<file path="config.mk">
export PLATFORM = sky130hd
export DESIGN_NAME = chan_status_img
export DESIGN_NICKNAME = d
export VERILOG_FILES = /design/src/rtl/chan_status_img.sv
export SDC_FILE = /design/constraint.sdc
export NUM_CORES = 1
export LEC_CHECK = 0
export BUFFER_PORTS_ARGS = -buffer_cell sky130_fd_sc_hd__buf_4
export CELL_PAD_IN_SITES_DETAIL_PLACEMENT = 0
export CELL_PAD_IN_SITES_GLOBAL_PLACEMENT = 1
export CORE_MARGIN = 2
export CORE_UTILIZATION = 43
export CTS_BUF_LIST = sky130_fd_sc_hd__clkbuf_4 sky130_fd_sc_hd__clkbuf_8
export CTS_CLUSTER_SIZE = 16
export DETAILED_ROUTE_END_ITERATION = 16
export PLACE_DENSITY_LB_ADDON = 0.1
export SYNTH_ARGS = -nofsm -noshare
export SYNTH_HDL_FRONTEND = slang
export SYNTH_SLANG_ARGS = --single-unit
</file>
<file path="constraint.sdc">
create_clock -name clk -period 4.35 [get_ports clk]
set_input_delay 0.435 -clock clk [delete_from_list [all_inputs] [get_ports clk]]
set_output_delay 0.435 -clock clk [all_outputs]
set_load 0.05 [all_outputs]
</file>
<file path="src/rtl/chan_status_img.sv">
module chan_status_img #(
  parameter int NCH     = 32,
  parameter int IMG_W   = 80,
  parameter int SW_W    = 16,
  parameter int OK_CODE = 1
) (
  input  logic                     clk,
  input  logic                     rst,
  input  logic                     scan_i,
  input  logic [NCH-1:0]           xfer_i,
  input  logic [NCH-1:0]           err_det_i,
  input  logic [NCH-1:0]           err_rcv_i,
  input  logic                     run_i,
  input  logic                     cmd_valid_i,
  input  logic                     cmd_est_i,
  input  logic [$clog2(NCH)-1:0]   cmd_chan_i,
  output logic                     cmd_ready_o,
  output logic                     sw_valid_o,
  input  logic                     sw_ready_i,
  output logic [$clog2(NCH)-1:0]   sw_chan_o,
  output logic [SW_W-1:0]          sw_word_o,
  output logic [IMG_W-1:0]         img_o
);
  localparam int CW  = $clog2(NCH);
  localparam int LOW = IMG_W - 2*NCH;

  logic [NCH-1:0] active, err, pend, imgx, imge;
  logic [NCH-1:0] sel, bsel, kill, join_m, live;
  logic [NCH-1:0] act_n, err_n, pend_n, imgx_n, imge_n;
  logic           busy, run_q;
  logic [CW-1:0]  bchan;
  logic           cmd_ok, est_acc, sw_done, stop_edge;

  assign cmd_ready_o = !busy;
  assign cmd_ok      = cmd_valid_i && !busy && (32'(cmd_chan_i) < NCH);
  assign est_acc     = cmd_ok && cmd_est_i;
  assign sw_done     = busy && sw_ready_i;
  assign stop_edge   = run_q && !run_i;

  assign sw_valid_o = busy;
  assign sw_chan_o  = bchan;
  assign sw_word_o  = SW_W'(OK_CODE);

  assign sel    = NCH'(1) << cmd_chan_i;
  assign bsel   = NCH'(1) << bchan;
  assign kill   = cmd_ok ? sel : '0;
  assign join_m = sw_done ? bsel : '0;
  assign live   = (active | join_m) & ~kill;

  assign act_n  = (active & ~kill) | join_m;
  assign err_n  = ((err & ~err_rcv_i) | (err_det_i & live)) & ~kill & ~{NCH{stop_edge}};
  assign pend_n = (scan_i ? (xfer_i & live) : (pend | (xfer_i & live))) & ~kill;
  assign imgx_n = (scan_i ? pend : imgx) & ~kill;
  assign imge_n = (scan_i ? err : imge) & ~kill;

  always_ff @(posedge clk) begin
    if (rst) begin
      active <= '0;
      err    <= '0;
      pend   <= '0;
      imgx   <= '0;
      imge   <= '0;
      busy   <= 1'b0;
      bchan  <= '0;
      run_q  <= 1'b0;
    end else begin
      active <= act_n;
      err    <= err_n;
      pend   <= pend_n;
      imgx   <= imgx_n;
      imge   <= imge_n;
      run_q  <= run_i;
      if (est_acc) begin
        busy  <= 1'b1;
        bchan <= cmd_chan_i;
      end else if (sw_done) begin
        busy  <= 1'b0;
      end
    end
  end

  assign img_o[LOW-1:0] = '0;
  for (genvar c = 0; c < NCH; c++) begin : g_ch
    assign img_o[LOW+2*c]   = imgx[c];
    assign img_o[LOW+2*c+1] = imge[c];

    p_inactive_quiet_r6: assert property (@(posedge clk) disable iff (rst)
      !active[c] |-> !err[c] && !pend[c] && !img_o[LOW+2*c] && !img_o[LOW+2*c+1]);

    p_pulse_drop_r3: assert property (@(posedge clk) disable iff (rst)
      (scan_i && !pend[c]) |=> !img_o[LOW+2*c]);
  end

  p_no_rise_between_scans_r2: assert property (@(posedge clk) disable iff (rst)
    !scan_i |=> ((img_o & ~$past(img_o)) == '0));

  p_stop_clears_r7: assert property (@(posedge clk) disable iff (rst)
    (run_q && !run_i) |=> (err == '0));

  p_word_held_r8: assert property (@(posedge clk) disable iff (rst)
    (sw_valid_o && !sw_ready_i) |=> (sw_valid_o && $stable(sw_chan_o) && !cmd_ready_o));

  p_word_first_r8: assert property (@(posedge clk) disable iff (rst)
    sw_valid_o |-> (!img_o[LOW+2*sw_chan_o] && !img_o[LOW+2*sw_chan_o+1] && !active[sw_chan_o]));

  p_join_clean_r9: assert property (@(posedge clk) disable iff (rst)
    (sw_valid_o && sw_ready_i && !err_det_i[sw_chan_o]) |=> (active[$past(sw_chan_o)] && !err[$past(sw_chan_o)]));
endmodule

</file>
# Yosys cells after proc, flatten, opt, wreduce, memory -nomap -nowiden
# Index checks and enable logic that the tools add are counted.
[op_classes]
add_sub_neg = 0
mul = 0
n_div = 0
order_cmp = 0
n_eq_ne = 0
shifts = 2
n_mux = 7
bitwise_logic = 17
n_reduce_logical = 7
[op_table]
columns = ["operator", "count"]
rows = [
  ["$and 32x32->32", 10],
  ["$mux 32", 5],
  ["$or 32x32->32", 4],
  ["$not 32->32", 3],
  ["$shl 1x5->32 const A", 2],
  ["$logic_and 1x1->1", 4],
  ["$logic_not 1->1", 2],
  ["$mux 1", 2],
  ["$reduce_bool 2->1", 1],
]
[word_totals]
regBits = 167
latchBits = 0
ram_bits = 0
mem_bits_ro = 0
in_bits = 108
out_inout_bits = 103
word_cells = 41
mem_count = 0

# Depth between registers and ports, before layout
[logic_depth]
word_depth = 9
ltp_mapped = 6
mapped_depth_nobuf = 3

# Least setup slack after synthesis
# Ideal clock, no wire load.
[synth_timing]
path_kind = "reg2reg"
from = "register busy, in the netlist sw_valid_o"
to = "register err[12]"
setup_time_ps = 86
t_arrival_ps = 1668
setup_slack_ps = 2597
stages_incl_launch_ff = 6
path_buffers = 2
path_cell_list = "dfxtp_1 -> buf_6 -> clkbuf_4 -> nor4b_4 -> nand4_1 -> a211oi_1"
[synth_between]
elab_chain_len = 9
[synth_rtl]
columns = ["element", "line_no", "rtl"]
rows = [
  ["start, declared", "30", "logic busy, run_q;"],
  ["start signal, assigned", "63", "busy <= 1'b0;"],
  ["start signal, assigned", "74", "busy <= 1'b1;"],
  ["start signal, assigned", "77", "busy <= 1'b0;"],
  ["$logic_not 1->1", "35", "assign cmd_ok = cmd_valid_i && !busy && (32'(cmd_chan_i) < NCH);"],
  ["$logic_and 1x1->1", "35", ""],
  ["$mux 32", "46", "assign kill = cmd_ok ? sel : '0;"],
  ["$not 32->32", "48, 51", ""],
  ["$and 32x32->32", "48", "assign live = (active | join_m) & ~kill;"],
  ["$and 32x32->32", "51", "assign err_n = ((err & ~err_rcv_i) | (err_det_i & live)) & ~kill & ~{NCH{stop_edge}};"],
  ["$or 32x32->32", "51", ""],
  ["$and 32x32->32 (*) (2 in series)", "51", ""],
  ["end signal, assigned", "68", "err <= err_n;"],
  ["end, declared", "27", "logic [NCH-1:0] active, err, pend, imgx, imge;"],
]
# Mark *: on every way between the ends. The rest lies on a longest branch, timed or not.
# A chain may end at the register's enable or synchronous reset.

# Final worst setup path
[layout_timing]
from = "register bchan[2], in the netlist sw_chan_o[2]"
to = "output port sw_chan_o[2]"
[layout_rtl]
columns = ["element", "line_no", "rtl"]
rows = [
  ["start, declared", "31", "logic [CW-1:0] bchan;"],
  ["start signal, assigned", "75", "bchan <= cmd_chan_i;"],
  ["end, declared", "20", "output logic [$clog2(NCH)-1:0] sw_chan_o,"],
]
# No word-level cell between the ends.

==> flow_summary.json <==
{
  "synthTopCellsByArea": "dfxtp_1, mux2i_1, a21oi_1",
  "grt_max_degree": 77,
  "grt_pass1_vias": 6307,
  "synth-edff-count": 0,
  "yosysUniqueCellTypes": 45,
  "skew_ns": 0.00906,
  "synth_cells": 829,
  "htreeDepth": 4,
  "io_pins": 211,
  "setup_viol": 0,
  "finalSetupTns_ns": 0,
  "coreArea_mm2": 0.0173,
  "syn_area_mm2": 0.00762,
  "ys_ff_latch": 167,
  "dieArea_mm2": 0.0188,
  "cts_tree": "built",
  "worst_pin_slew_ns": 1.11,
  "fp.dieH_um": 137,
  "fmax_ghz": 0.459,
  "min_from": "run_i",
  "outcome": "finished clean",
  "rows": 48,
  "n_antenna_cell": 0,
  "ant_nets": 0,
  "r2r-start": "sw_valid_o$_SDFFE_PP0P_",
  "gp_congestion": 0.804,
  "path_max_fanout": 76,
  "min_period_ns": 2.18,
  "drv_cap": 0,
  "slew_viol_final": 0,
  "yosysTopAreaCell": "dfxtp_1",
  "clk_latency_ns": 0.46,
  "route.detailed.drc": 0,
  "fin_hold_ws_ns": 0.226,
  "first_iter_violations": 429,
  "grt_setup_unrepaired": "no",
  "startpoint_type": "flip-flop",
  "initial_core_util_pct": 44.1,
  "avgRoutedWirePerCell_um": 18.4,
  "cts-root-buf": "clkbuf_8",
  "multiInputGateArea_mm2": 0.00380,
  "die_w_um": 137,
  "cts_made_buffers": 17,
  "overflow": 0,
  "hold_path_class": "input pin to flip-flop",
  "wl_mm": 22.3,
  "dp_hpwl_mm": 15.7,
  "finalNetCount": 1081,
  "cts_buffer_depth": 2,
  "ys_top_cells_by_count": "dfxtp_1, nor2_1, a21oi_1, mux2i_1, nor2b_1",
  "drive_gt1_share_pct": 25.1,
  "finalHoldViolCount": 0,
  "synth_most_common_cell": "dfxtp_1",
  "slew_headroom_pct": 26.1,
  "nFillCells": 1616,
  "clk_pin_slew_worst_paths_ns": 0.09,
  "areaGrowthSynthToFinish_pct": 22.3,
  "cts_hold_buffers": 0,
  "worst_setup_path_end_kind": "output port",
  "p_leak_nw": 3.75,
  "yosysTopAreaCellShare_pct": 43.9,
  "arrival_ns": 1.74,
  "ys_seq_area_share_pct": 43.9,
  "drt_first_pass_iters": 5,
  "cts.sinks": 167,
  "criticalPathCategory": "flip-flop to output port",
  "grt_first_pass_wirelength_mm": 33.6,
  "async_reset_ff_share_pct": 0,
  "required_ns": 3.91,
  "post-route-period-util_pct": 50.1,
  "viasPerCell": 5.40,
  "vias": 6542,
  "antenna_found_initial": 0,
  "cts_resized": 0,
  "ff_latch_area_mm2": 0.00334,
  "post_cts_buffers": 0,
  "peakVddDrop_uv": 185,
  "powerDensity_mw_per_mm2": 330,
  "synthFlopType": "dfxtp_1",
  "portBuffers": 178,
  "yosysWarnings": 0,
  "syn_area_per_cell_um2": 9.19,
  "grtUsageTotal_pct": 23.5,
  "startpoint": "sw_chan_o[2]$_SDFFE_PP0P_"
}
-- kinds of logic (layout without fill, tap and decap cells) --
| kind of cell | after synthesis | count (layout) | share of synthesized area [%] |
|---|---|---|---|
| buffers and inverters | 111 | 238 | 7.85 |
| AO/OA/AOI/OAI | 194 | 194 | 17.3 |
| AND/OR/NAND/NOR | 286 | 286 | 21.9 |
| multiplexers | 69 | 69 | 9.06 |
| flip-flops | 167 | 167 | 43.9 |
| other | 2 | 32 | 0.0985 |
-- metal layers --
layer  GRT usage, %  vias to the layer above  wire length [µm]
li1               -                     3161                 -
met1           31.6                     3132             10200
met2           37.0                      225             10200
met3           6.26                       24              1580
met4           6.70                        0               319
met5              0                        -                 0
-- path summary, 6_finish.rpt --
path                                            end  cells past startpoint  slack, ns
worst max register to register    err[8]$_SDFF_PP0_                      3       2.35
worst max-delay path                   sw_chan_o[2]                      2       2.17
worst min-delay path               run_q$_SDFF_PP0_                      3       0.23
worst min register to register  imge[12]$_SDFF_PP0_                      2       0.49
-- area by class of cell --
| class | count | share of cell area, % |
|---|---|---|
| Tap cell | 225 | 3.02 |
| Clock buffer | 21 | 2.97 |
| Sequential cell | 167 | 35.9 |
| Multi-Input combinational cell | 581 | 40.7 |
| Inverter | 19 | 0.765 |
| Timing Repair Buffer | 187 | 15.1 |
| Clock inverter | 11 | 1.58 |
-- flip-flops by register name, indices dropped and copies added (netlist names) --
signal and cells:
sw_valid_o 1, err 32, imgx 32, imge 32, sw_chan_o 5, pend 32, run_q 1, active 32
-- layout by cell type, fill, tap and decap left out, types with 19 or more instances in the layout --
| master | count |
|---|---|
| clkbuf_8 | 19 |
| nor2b_1 | 65 |
| dfxtp_1 | 166 |
| nand4b_1 | 32 |
| buf_4 | 187 |
| a21oi_1 | 109 |
| a211oi_1 | 32 |
| inv_1 | 19 |
| nand4_1 | 33 |
| conb_1 | 32 |
| nor2_1 | 119 |
| mux2i_1 | 69 |
-- critical path: stages, from the launching register on --
cell,delay (ns)
dfxtp_2,0.34
buf_4,0.61
buf_4,0.33
-- through the flow --
stage / worst slack, ns / power [mW] / area [µm²] / instances / util (%)
floorplan: 2.60 / 1.80 / 7730 / 859 / -
global placement: 2.35 / 1.92 / 8900 / 1179 / 51.4
detailed placement: 2.28 / 1.92 / 8900 / 1179 / 51.4
CTS: 2.16 / 3.10 / 9320 / 1211 / 53.9
global route: 2.09 / 3.18 / 9320 / 1211 / 53.9
finish: 2.17 / 3.08 / 9320 / 1211 / 53.9
-- report_power, final --
part / switching (mW) / internal (mW)
registers: 0.0107 / 1.53
clock network: 0.579 / 0.613
logic: 0.225 / 0.120
total: 0.814 / 2.27
(Power assumes the default switching activity.)
